==> config.mk <==
export PLATFORM = sky130hd
export DESIGN_NAME = prefetch_queue
export DESIGN_NICKNAME = d
export VERILOG_FILES = /design/src/rtl/prefetch_queue.sv
export SDC_FILE = /design/constraint.sdc
export NUM_CORES = 1
export LEC_CHECK = 0
export BUFFER_PORTS_ARGS = -buffer_cell sky130_fd_sc_hd__buf_4
export CELL_PAD_IN_SITES_DETAIL_PLACEMENT = 2
export CELL_PAD_IN_SITES_GLOBAL_PLACEMENT = 2
export CORE_MARGIN = 2
export CORE_UTILIZATION = 37
export DETAILED_ROUTE_END_ITERATION = 10
export PLACE_DENSITY_LB_ADDON = 0.15
export SLEW_MARGIN = 20
export SYNTH_ARGS = -nofsm -noshare
export SYNTH_HDL_FRONTEND = slang
export SYNTH_SLANG_ARGS = --single-unit
export TNS_END_PERCENT = 1
==> constraint.sdc <==
create_clock -name clk -period 5.5 [get_ports clk]
set_input_delay 0.55 -clock clk [delete_from_list [all_inputs] [get_ports clk]]
set_output_delay 0.55 -clock clk [all_outputs]
set_load 0.01 [all_outputs]
==> src/rtl/prefetch_queue.sv <==
module prefetch_queue #(
  parameter int QDEPTH = 6
) (
  input  logic        clk,
  input  logic        rst_n,
  input  logic        flush,
  input  logic [15:0] flush_seg,
  input  logic [15:0] flush_ofs,
  input  logic        dreq,
  input  logic        dwe,
  input  logic [15:0] dseg,
  input  logic [15:0] dofs,
  input  logic [7:0]  dwdata,
  output logic        dack,
  output logic [7:0]  drdata,
  output logic        q_valid,
  output logic [7:0]  q_byte,
  input  logic        q_pop,
  output logic        mem_req,
  output logic        mem_we,
  output logic [19:0] mem_addr,
  output logic [7:0]  mem_wdata,
  input  logic        mem_ack,
  input  logic [7:0]  mem_rdata
);
  localparam int PW = (QDEPTH > 1) ? $clog2(QDEPTH) : 1;
  localparam int CW = $clog2(QDEPTH + 1);

  logic [15:0]   cs_q, ip_q;
  logic          busy, own_data, cancel;
  logic [7:0]    qmem [QDEPTH];
  logic [PW-1:0] rd_p, wr_p;
  logic [CW-1:0] cnt;
  logic          done, push, pop, free, start_d, start_p, room;

  function automatic logic [19:0] phys(input logic [15:0] s, input logic [15:0] o);
    return {s, 4'h0} + {4'h0, o};
  endfunction

  function automatic logic [PW-1:0] nxt(input logic [PW-1:0] p);
    return (p == PW'(QDEPTH - 1)) ? '0 : p + 1'b1;
  endfunction

  assign done    = busy & mem_ack;
  assign dack    = done & own_data;
  assign drdata  = mem_rdata;
  assign push    = done & ~own_data & ~cancel & ~flush;
  assign pop     = q_valid & q_pop & ~flush;
  assign free    = ~busy | mem_ack;
  assign start_d = free & dreq & ~dack;
  assign room    = ({1'b0, cnt} + {{CW{1'b0}}, push}) < (CW + 1)'(QDEPTH);
  assign start_p = free & ~start_d & ~flush & room;
  assign mem_req = busy;
  assign q_valid = (cnt != '0);
  assign q_byte  = qmem[rd_p];

  always_ff @(posedge clk) begin
    if (!rst_n) begin
      busy      <= 1'b0;
      own_data  <= 1'b0;
      cancel    <= 1'b0;
      mem_we    <= 1'b0;
      mem_addr  <= '0;
      mem_wdata <= '0;
    end else if (free) begin
      busy     <= start_d | start_p;
      own_data <= start_d;
      cancel   <= 1'b0;
      mem_we   <= start_d & dwe;
      if (start_d) begin
        mem_addr  <= phys(dseg, dofs);
        mem_wdata <= dwdata;
      end else if (start_p) begin
        mem_addr <= phys(cs_q, ip_q);
      end
    end else if (flush && !own_data) begin
      cancel <= 1'b1;
    end
  end

  always_ff @(posedge clk) begin
    if (!rst_n) begin
      cs_q <= '0;
      ip_q <= '0;
    end else if (flush) begin
      cs_q <= flush_seg;
      ip_q <= flush_ofs;
    end else if (start_p) begin
      ip_q <= ip_q + 16'd1;
    end
  end

  always_ff @(posedge clk) begin
    if (!rst_n || flush) begin
      rd_p <= '0;
      wr_p <= '0;
      cnt  <= '0;
    end else begin
      if (push) wr_p <= nxt(wr_p);
      if (pop)  rd_p <= nxt(rd_p);
      cnt <= cnt + CW'(push) - CW'(pop);
    end
  end

  always_ff @(posedge clk) begin
    if (push) qmem[wr_p] <= mem_rdata;
  end
endmodule

==> results of run 1 <==
-- kinds of logic (layout without fill, tap and decap cells) --
group                      count (synthesis)  in the layout
and+or+nand+nor                          213            213
xor gates and xnor gates                  28             28
buffers and inverters                     56            187
adders and majority gates                 32             32
AOI/OAI and AO/OA                        171            171
muxes                                     35             35
DFF                                      124            124
-- Yosys cell counts (9+ instances only) --
library cell | count | share of area (%)
nand2_1 | 57 | 3.3
mux2i_1 | 25 | 3.8
a211oi_1 | 9 | 1.0
a21oi_1 | 61 | 4.7
edfxtp_1 | 48 | 22
dfxtp_1 | 76 | 23
clkbuf_1 | 21 | 1.2
ha_1 | 29 | 5.6
nor2_1 | 73 | 4.2
o21ai_0 | 25 | 1.9
xnor2_1 | 16 | 2.2
xor2_1 | 12 | 1.6
nor3_1 | 15 | 1.2
nand3_1 | 22 | 1.7
inv_1 | 16 | 0.92
a31oi_1 | 9 | 0.86
o211ai_1 | 10 | 1.2
buf_4 | 9 | 1.0
-- cell usage in the layout, fill, tap and decap left out, types with 9 or more instances in the layout --
cell type  instances
ha_1              29
nand3_1           22
inv_1             16
o21ai_0           25
xor2_1            12
buf_4            137
edfxtp_1          48
dfxtp_1           75
nor2_1            73
clkbuf_16         17
nor3_1            15
a21oi_1           61
a211oi_1           9
nand2_1           57
o211ai_1          10
xnor2_1           16
mux2i_1           25
a31oi_1            9
-- final cells by class --
cell class / instances / share of cell area [%]
Multi-Input combinational cell: 479 / 39.97
Sequential cell: 124 / 36.09
Timing Repair Buffer: 137 / 12.52
Clock buffer: 18 / 5.225
Tap cell: 225 / 3.427
Clock inverter: 14 / 1.950
Inverter: 18 / 0.8225
-- power groups by stage --
stage                     registers, uW  clock network [uW]  logic, uW
final                              1030                1130        370
after global routing               1030                1190        410
after CTS                          1030                1150        375
after detailed placement           1050                   0        371
after global placement             1050                   0        352
after floorplan                    1040                   0        207
-- per-layer routing --
| metal | share of wire (%) | up-vias | global-route usage (%) |
|---|---|---|---|
| met2 | 53 | 142 | 44.86 |
| met1 | 40 | 2816 | 27.05 |
| met3 | 4.1 | 46 | 4.667 |
| met5 | 0 | - | 0 |
| li1 | - | 2669 | - |
| met4 | 3.1 | 0 | 10.47 |
-- critical path, cell delays in order --
cell and delay [ns]:
buf_4 0.24, nor4b_4 0.40, and3_1 0.23, ha_1 0.26, a221oi_4 0.36, and3_1 0.87
mux2_2 0.42, a21oi_1 0.15, nor2_1 0.05
-- metrics by stage --
step	cell area [um2]	hold WS [ns]	util (%)	worst slack, ns
detailed placement	7624	0.4562	44.23	1.850
finish	8214	0.3630	47.66	2.210
CTS	8213	0.3459	47.65	2.221
floorplan	6516	0.4445	-	2.952
global route	8214	0.3553	47.66	1.953
global placement	7624	0.4459	44.23	1.938
-- sequential cells by signal (all words and copies together), names as in the netlist, named ones only --
signal     flops
qmem          48
own_data       1
cancel         1
mem_wdata      8
mem_req        1
cnt            3
rd_p           3
mem_we         1
mem_addr      20
ip_q          16
cs_q          16
wr_p           3
-- worst paths after layout --
kind | from | end | slack (ns) | cells after the start
max | flush | mem_addr[6]$_SDFFE_PN0P_ | 2.21 | 9
max reg2reg | own_data$_SDFFE_PN0N_ | mem_addr[6]$_SDFFE_PN0P_ | 2.27 | 8
min | flush_seg[15] | cs_q[15]$_SDFFE_PN0P_ | 0.36 | 3
min reg2reg | mem_wdata[0]$_SDFFE_PN0P_ | mem_wdata[0]$_SDFFE_PN0P_ | 0.46 | 2
==> flow_metrics.tcl, run 1 <==
set metrics [dict create \
    status "complete, no violations" \
    relSlewSlack_pct 32.44 \
    grt_max_degree 46 \
    grt_antenna_before_repair 0 \
    worstMarginPinSlew_ns 1.013 \
    synth_top_family_by_area "compound AO/OA/AOI/OAI gates" \
    ctsResizeCount 0 \
    ir_worst_vdd_mv 0.2153 \
    multi_input_area_um2 3283 \
    max-cap-violations 0 \
    htreeDepth 4 \
    dp_hpwl_um 16060 \
    hold_violations 0 \
    finClkSkew_ns 0.01027 \
    regArea_um2 2964 \
    crit_type "input port to flip-flop" \
    synth_area_um2 6516 \
    start_kind "input port" \
    dp_cells 983 \
    synthAdderAreaFrac_pct 6.490 \
    synth_edf_count 48 \
    fin_nets 896 \
    drive_above_1_share_pct 24.30 \
    final_cells 1015 \
    ant_nets 0 \
    synthFlopType "dfxtp_1" \
    netSwitchingPower_uw 695.3 \
    finalPower_uw 2529 \
    path_clk_slew_ns 0.06 \
    grt_usage_pct 24.31 \
    synth.net_count 778 \
    synth_mux_area_share_pct 6.951 \
    fp-row-count 48 \
    grt_overflow 0 \
    setup_viol 0 \
    dieWidth_um 136.7 \
    drtPass1Iterations 5 \
    ys_seq_area_share_pct 45.47 \
    intPower_uw 1834 \
    core_area_um2 17240 \
    synth_xor_area_share_pct 3.763 \
    hold_class "input port to flip-flop" \
    max_freq_ghz 0.3040 \
    avgSynthCellArea_um2 9.888 \
    pwr-share-comb_pct 14.6 \
    synth-seq-cells 124 \
    clk_latency_ns 0.42 \
    yosysUniqueCellTypes 71 \
    yosys.area_share.simple_pct 15.73 \
    drc 0 \
    cts_num_sinks 124 \
    swShare_pct 27.49 \
    cts_buffers 17 \
    rsz0062_at_grt "no" \
    synth_async_sr_flop_share_pct 0 \
    cts_tree "done" \
    cts.path.max_buffers 2 \
    die_height_um 136.7 \
    post_cts_buffers 0 \
    cts_root_buffer "clkbuf_16" \
    io_buffers 134 \
    dieArea_um2 18690 \
    post-route-period-util_pct 59.82 \
    p_per_area_nw_per_um2 307.9 \
    area_delta_synth_final_pct 26.06 \
    grt_pass1_vias 6419 \
    tns_ns 0 \
    initial_core_util_pct 37.80 \
    synth_compound_area_share_pct 17.45 \
    gp_congestion 0.7983 \
    crit_required_ns 5.76 \
    p_clk_share_pct 44.7 \
    ys_warn_count 0 \
    crit_arrival_ns 3.55 \
    p_leak_uw 0.003308 \
    drt_iter0_drc 134 \
    worstSetupEndpointType "flip-flop" \
    nFillCells 1821 \
    crit_fanout 29 \
    wl_per_cell_um 21.39 \
    grt_first_pass_wirelength_um 34490 \
    cts_hold_buf 0 \
    num_antenna_cells 0 \
    syn_inst 659 \
    fin_crit_ns 3.290 \
    viasPerCell 5.589 \
    dr_total_vias 5673 \
    ios 135 \
    wirelength_um 21710 \
    drv_slew 0 \
    seqPwrFrac_pct 40.7 \
]
No activity file was read; power rests on OpenSTA's default activity.
==> run 2: changes to the inputs <==
CORE_UTILIZATION = 34   (was 37)
clock period = 3.4 ns   (was 5.5 ns; I/O delays follow)
==> run 2 against run 1 <==
Sequential power rose by 61%. Non-clock buffer count up 6. Clock skew increased by 0.00078 ns. First-iteration DRC count is 50% higher. Sequential share of layout area fell by 0.29 points. Clock-buffer cell count shrank 1. Combinational power up 64%. Clock power grew 64%. Critical path depth up 1. Critical path type is now flip-flop to flip-flop. Critical endpoint is now mem_addr[10]$_SDFFE_PN0P_. Largest power group unchanged. Highest routed layer unchanged.
==> flow_metrics.tcl, run 2 (synthesized netlist as in run 1, its figures left out) <==
set metrics [dict create \
    ctsResizeCount 0 \
    hold_violations 0 \
    final_common_cell "buf_4" \
    gp_congestion 0.8029 \
    finalPower_uw 4117 \
    p_leak_uw 0.003344 \
    crit_arrival_ns 3.18 \
    layout_common_cells "buf_4 (143), dfxtp_1 (76), nor2_1 (73)" \
    num_antenna_cells 0 \
    cp_slowest_cell "a221oi_4" \
    drtPass1Iterations 5 \
    cts_buffers 17 \
    dp_cells 998 \
    htreeDepth 4 \
    top_regs "qmem (48), mem_addr (20)" \
    drive_above_1_share_pct 24.87 \
    grt_max_degree 46 \
    crit_fanout 15 \
    rr_endpoint "mem_addr[10]$_SDFFE_PN0P_" \
    r2r_start "own_data$_SDFFE_PN0N_" \
    cts_hold_buf 0 \
    relSlewSlack_pct 32.08 \
    nFillCells 2036 \
    worstMarginPinSlew_ns 1.019 \
    fin_util_pct 44.11 \
    path_clk_slew_ns 0.07 \
    grt_pass1_vias 6357 \
    grt_overflow 0 \
    status "complete, no violations" \
    rsz0062_at_grt "no" \
    ios 135 \
    drc 0 \
    worstSetupEndpointType "flip-flop" \
    finClkSkew_ns 0.01105 \
    multi_input_area_um2 3283 \
    grt_first_pass_wirelength_um 34780 \
    crit_type "flip-flop to flip-flop" \
    ir_worst_vdd_mv 0.3573 \
    crit_required_ns 3.71 \
    wirelength_um 22060 \
    fin_crit_ns 2.868 \
    holdWs_ns 0.1387 \
    die_height_um 142.4 \
    reg2reg_depth 10 \
    io_buffers 134 \
    path_cells "nor4b_4 > and3_1 > ha_1 > xor2_1 > a221oi_4 > nand3_2 > buf_4 > nand3_1 > o21ai_0 > o21a_1" \
    start_kind "flip-flop" \
    drv_slew 0 \
    dp_hpwl_um 16250 \
    post_cts_buffers 0 \
    grt_antenna_before_repair 0 \
    ant_nets 0 \
    grt_usage_pct 22.48 \
    max-cap-violations 0 \
    clk_latency_ns 0.43 \
    max_freq_ghz 0.3487 \
    drt_iter0_drc 201 \
    min_from "mem_rdata[4]" \
    ff2ff_setup_slack_ns 0.53 \
    max_stage_delay_ns 0.40 \
    top_register "qmem" \
    p_per_area_nw_per_um2 497.4 \
    cts.path.max_buffers 2 \
    core_area_um2 18770 \
    regArea_um2 2963 \
    hold_class "input port to flip-flop" \
    post-route-period-util_pct 84.34 \
    fin_nets 902 \
    final_cells 1030 \
    area_delta_synth_final_pct 27.04 \
    min_path_cells 1 \
    cts_tree "done" \
    setup_viol 0 \
    wl_per_cell_um 21.42 \
    dieArea_um2 20290 \
    fp-row-count 50 \
    initial_core_util_pct 34.72 \
    dieWidth_um 142.4 \
    min_to "qmem[2][4]$_DFFE_PP_" \
    dr_total_vias 5699 \
    cts_root_buffer "clkbuf_16" \
    largest_reg_flops 48 \
    viasPerCell 5.533 \
    cts_num_sinks 124 \
    tns_ns 0 \
]
[run 2: worst max path at each step]
stage | startpoint | to | depth (start not counted)
6_report | own_data$_SDFFE_PN0N_ | mem_addr[10]$_SDFFE_PN0P_ | 10
5_1_grt | own_data$_SDFFE_PN0N_ | mem_addr[10]$_SDFFE_PN0P_ | 10
4_1_cts | own_data$_SDFFE_PN0N_ | mem_addr[10]$_SDFFE_PN0P_ | 10
3_5_place_dp | flush | mem_addr[10]$_SDFFE_PN0P_ | 11
3_3_place_gp | flush | mem_addr[10]$_SDFFE_PN0P_ | 10
2_1_floorplan | flush | mem_addr[6]$_SDFFE_PN0P_ | 9
[run 2: metal layers]
layer  share of wire (%)  GRT usage (%)
met5                   0              0
met4                 2.9          8.911
met3                 3.0          4.744
met2                  54          41.88
met1                  40          24.81
[run 2: through the flow]
| step | worst slack, ns | area (um2) |
|---|---|---|
| detailed placement | 0.4062 | 7680 |
| floorplan | 1.062 | 6516 |
| CTS | 0.4854 | 8278 |
| finish | 0.5324 | 8278 |
| global route | 0.3636 | 8278 |
| global placement | 0.5775 | 7680 |
[run 2: final cells by class]
cell class,count,share of cell area [%]
Inverter,18,0.8162
Clock inverter,15,2.086
Timing Repair Buffer,143,12.97
Sequential cell,124,35.79
Multi-Input combinational cell,479,39.66
Tap cell,234,3.537
Clock buffer,17,5.139
[run 2: power by group]
group / leakage, uW / total [uW] / internal, uW / switching, uW
combinational: 0.00200 / 605 / 273 / 332
clock: 0.000287 / 1850 / 1050 / 804
sequential: 0.00106 / 1660 / 1600 / 59.2
[run 2: worst max-delay path: cells and delay by family, from the launching register on]
kind	cells	cell delay, ns
simple gates	4	0.99
compound gates	3	0.76
flops	1	0.39
xor+xnor	1	0.11
buf+inv	1	0.32
fa+ha+maj	1	0.18
==> run 3: changes to the inputs <==
ABC_AREA = 1   (was default)
CORE_UTILIZATION = 29   (was 34)
clock period = 2.4 ns   (was 3.4 ns; I/O delays follow)
==> run 3 against run 2 <==
Clock power rose by 48%. Utilization fell by 6.2 points. Cell count rose by 31%.
==> flow_metrics.tcl, run 3 <==
set metrics [dict create \
    path_clk_slew_ns 0.07 \
    grt_antenna_before_repair 0 \
    pwr-share-comb_pct 16.5 \
    synthTopCellsByArea "dfxtp_1 (22%), edfxtp_1 (21%), nand2_1 (11%)" \
    post-route-period-util_pct 91.42 \
    r2r_start "mem_req$_SDFFE_PN0N_" \
    drive_above_1_share_pct 21.14 \
    viasPerCell 4.814 \
    hold_class "input port to flip-flop" \
    crit_type "flip-flop to flip-flop" \
    cts_num_sinks 124 \
    rsz0062_at_grt "yes" \
    fin_crit_ns 2.194 \
    area_delta_synth_final_pct 28.84 \
    yosysUniqueCellTypes 48 \
    grt_pass1_vias 6884 \
    p_clk_share_pct 44.7 \
    num_antenna_cells 0 \
    initial_core_util_pct 29.42 \
    intPower_uw 4358 \
    clk_latency_ns 0.42 \
    drt_iter0_drc 248 \
    grt_usage_pct 19.70 \
    ys_seq_area_share_pct 43.16 \
    yosysTopAreaCellShare_pct 22.17 \
    final_common_cell "nand2_1" \
    setup_viol 0 \
    seqPwrFrac_pct 38.8 \
    avgSynthCellArea_um2 7.791 \
    fp-row-count 56 \
    dp_hpwl_um 17980 \
    status "complete, no violations" \
    max_freq_ghz 0.4558 \
    largest_reg_flops 48 \
    finClkSkew_ns 0.01333 \
    tns_ns 0 \
    dieArea_um2 24920 \
    start_kind "flip-flop" \
    min_from "mem_rdata[6]" \
    cts_tree "done" \
    grt_max_degree 31 \
    synth_async_sr_flop_share_pct 0 \
    cts_root_buffer "clkbuf_16" \
    p_leak_uw 0.003907 \
    reg2reg_depth 10 \
    cts_buffers 17 \
    synth_edf_count 48 \
    regArea_um2 2963 \
    top_register "qmem" \
    swShare_pct 28.68 \
    worstMarginPinSlew_ns 0.6481 \
    ant_nets 0 \
    rr_endpoint "mem_addr[6]$_SDFFE_PN0P_" \
    holdWs_ns 0.03602 \
    synth.net_count 1000 \
    synth-seq-cells 124 \
    cts.path.max_buffers 2 \
    core_area_um2 23330 \
    drc 0 \
    ys_warn_count 0 \
    max-cap-violations 0 \
    hold_violations 0 \
    dr_total_vias 6499 \
    synthFlopType "dfxtp_1" \
    worstSetupEndpointType "flip-flop" \
    crit_arrival_ns 2.50 \
    gp_congestion 0.7712 \
    top_regs "qmem (48), mem_addr (20)" \
    dieWidth_um 157.9 \
    crit_fanout 24 \
    crit_required_ns 2.71 \
    die_height_um 157.9 \
    io_buffers 134 \
    synth_common_cells "nand2_1 (202), nor2_1 (100), inv_1 (90)" \
    htreeDepth 4 \
    fin_nets 1137 \
    grt_first_pass_wirelength_um 37640 \
    min_path_cells 1 \
    yosysMostFrequentCell "nand2_1" \
    wl_per_cell_um 17.38 \
    relSlewSlack_pct 56.73 \
    yosysTopAreaCell "dfxtp_1" \
    ff2ff_setup_slack_ns 0.21 \
    ios 135 \
    syn_inst 881 \
    drtPass1Iterations 4 \
    drv_slew 0 \
    wirelength_um 23460 \
    ir_worst_vdd_mv 0.4288 \
    netSwitchingPower_uw 1753 \
    grt_overflow 0 \
    nFillCells 2710 \
    layout_common_cells "nand2_1 (201), buf_4 (154), nor2_1 (100)" \
    multi_input_area_um2 3347 \
    cts_hold_buf 0 \
    p_per_area_nw_per_um2 690.9 \
    min_to "qmem[0][6]$_DFFE_PP_" \
    synth_area_um2 6864 \
    finalPower_uw 6110 \
]
## run 3: area by class of cell
| cell class | count | share of cell area [%] |
|---|---|---|
| well taps | 319 | 4.513 |
| flip-flops and latches | 124 | 33.50 |
| clock inverters | 14 | 2.080 |
| clock buffers | 18 | 4.853 |
| inverters | 96 | 4.131 |
| multi-input cells | 625 | 37.85 |
| repair buffers | 154 | 13.07 |
## run 3: power by group through the flow
stage | clock, uW | combinational, uW | sequential [uW]
2_1_floorplan | 0 | 561 | 2410
3_5_place_dp | 0 | 1020 | 2410
6_report | 2730 | 1010 | 2370
4_1_cts | 2780 | 1030 | 2370
3_3_place_gp | 0 | 998 | 2410
5_1_grt | 2880 | 1150 | 2380
## run 3: critical path, stage by stage (launching register included)
cell     delay, ns
dfxtp_1       0.44
nand4_4       0.19
nor2_4        0.13
ha_1          0.23
o21a_1        0.10
a21oi_1       0.22
nand3_4       0.20
nand2_8       0.22
inv_2         0.13
nor2_1        0.14
nor2_1        0.06
## run 3: timing repair
| action | 4_1_cts | 5_1_grt |
|---|---|---|
| gates resized for setup | 0 | 4 |
| setup endpoints to repair | 0 | 11 |
| setup buffers | 0 | 0 |
## run 3: how the worst max path moves through the flow
stage | start | to | slack, ns | depth (start not counted)
final | mem_req$_SDFFE_PN0N_ | mem_addr[6]$_SDFFE_PN0P_ | 0.21 | 10
after global routing | cs_q[0]$_SDFFE_PN0P_ | mem_addr[10]$_SDFFE_PN0P_ | -0.05 | 13
after CTS | mem_req$_SDFFE_PN0N_ | mem_addr[6]$_SDFFE_PN0P_ | 0.09 | 10
after global placement | flush | mem_addr[6]$_SDFFE_PN0P_ | 0.14 | 12
after detailed placement | flush | mem_addr[6]$_SDFFE_PN0P_ | 0.05 | 12
after floorplan | ip_q[4]$_SDFFE_PN0P_ | mem_addr[10]$_SDFFE_PN0P_ | 0.41 | 13
## run 3: metrics by stage
stage | setup slack (ns) | utilization, % | instances | instance area (um2)
after floorplan | 0.4090 | - | 881 | 6864
after global placement | 0.1440 | 35.20 | 1318 | 8214
after detailed placement | 0.05165 | 35.20 | 1318 | 8214
after CTS | 0.08827 | 37.83 | 1350 | 8827
after global routing | -0.04860 | 37.90 | 1350 | 8843
final | 0.2060 | 37.90 | 1350 | 8843
## run 3: logic make-up (layout without fill, tap and decap cells)
logic type | Yosys count | count (layout) | synth area share (%)
fa+ha+maj | 32 | 32 | 6.161
compound gates | 166 | 166 | 14.07
xor+xnor | 15 | 15 | 1.914
simple gates | 412 | 412 | 26.41
flops | 124 | 124 | 43.16
buf+inv | 132 | 282 | 8.275
## run 3: layer usage
| metal | routed length (um) | GRT usage (%) | share of wire [%] | vias up |
|---|---|---|---|---|
| li1 | - | - | - | 3219 |
| met1 | 11140 | 26.20 | 47 | 3161 |
| met2 | 11400 | 33.83 | 49 | 103 |
| met3 | 688 | 3.066 | 2.9 | 16 |
| met4 | 234 | 4.026 | 1.0 | 0 |
| met5 | 0 | 0 | 0 | - |
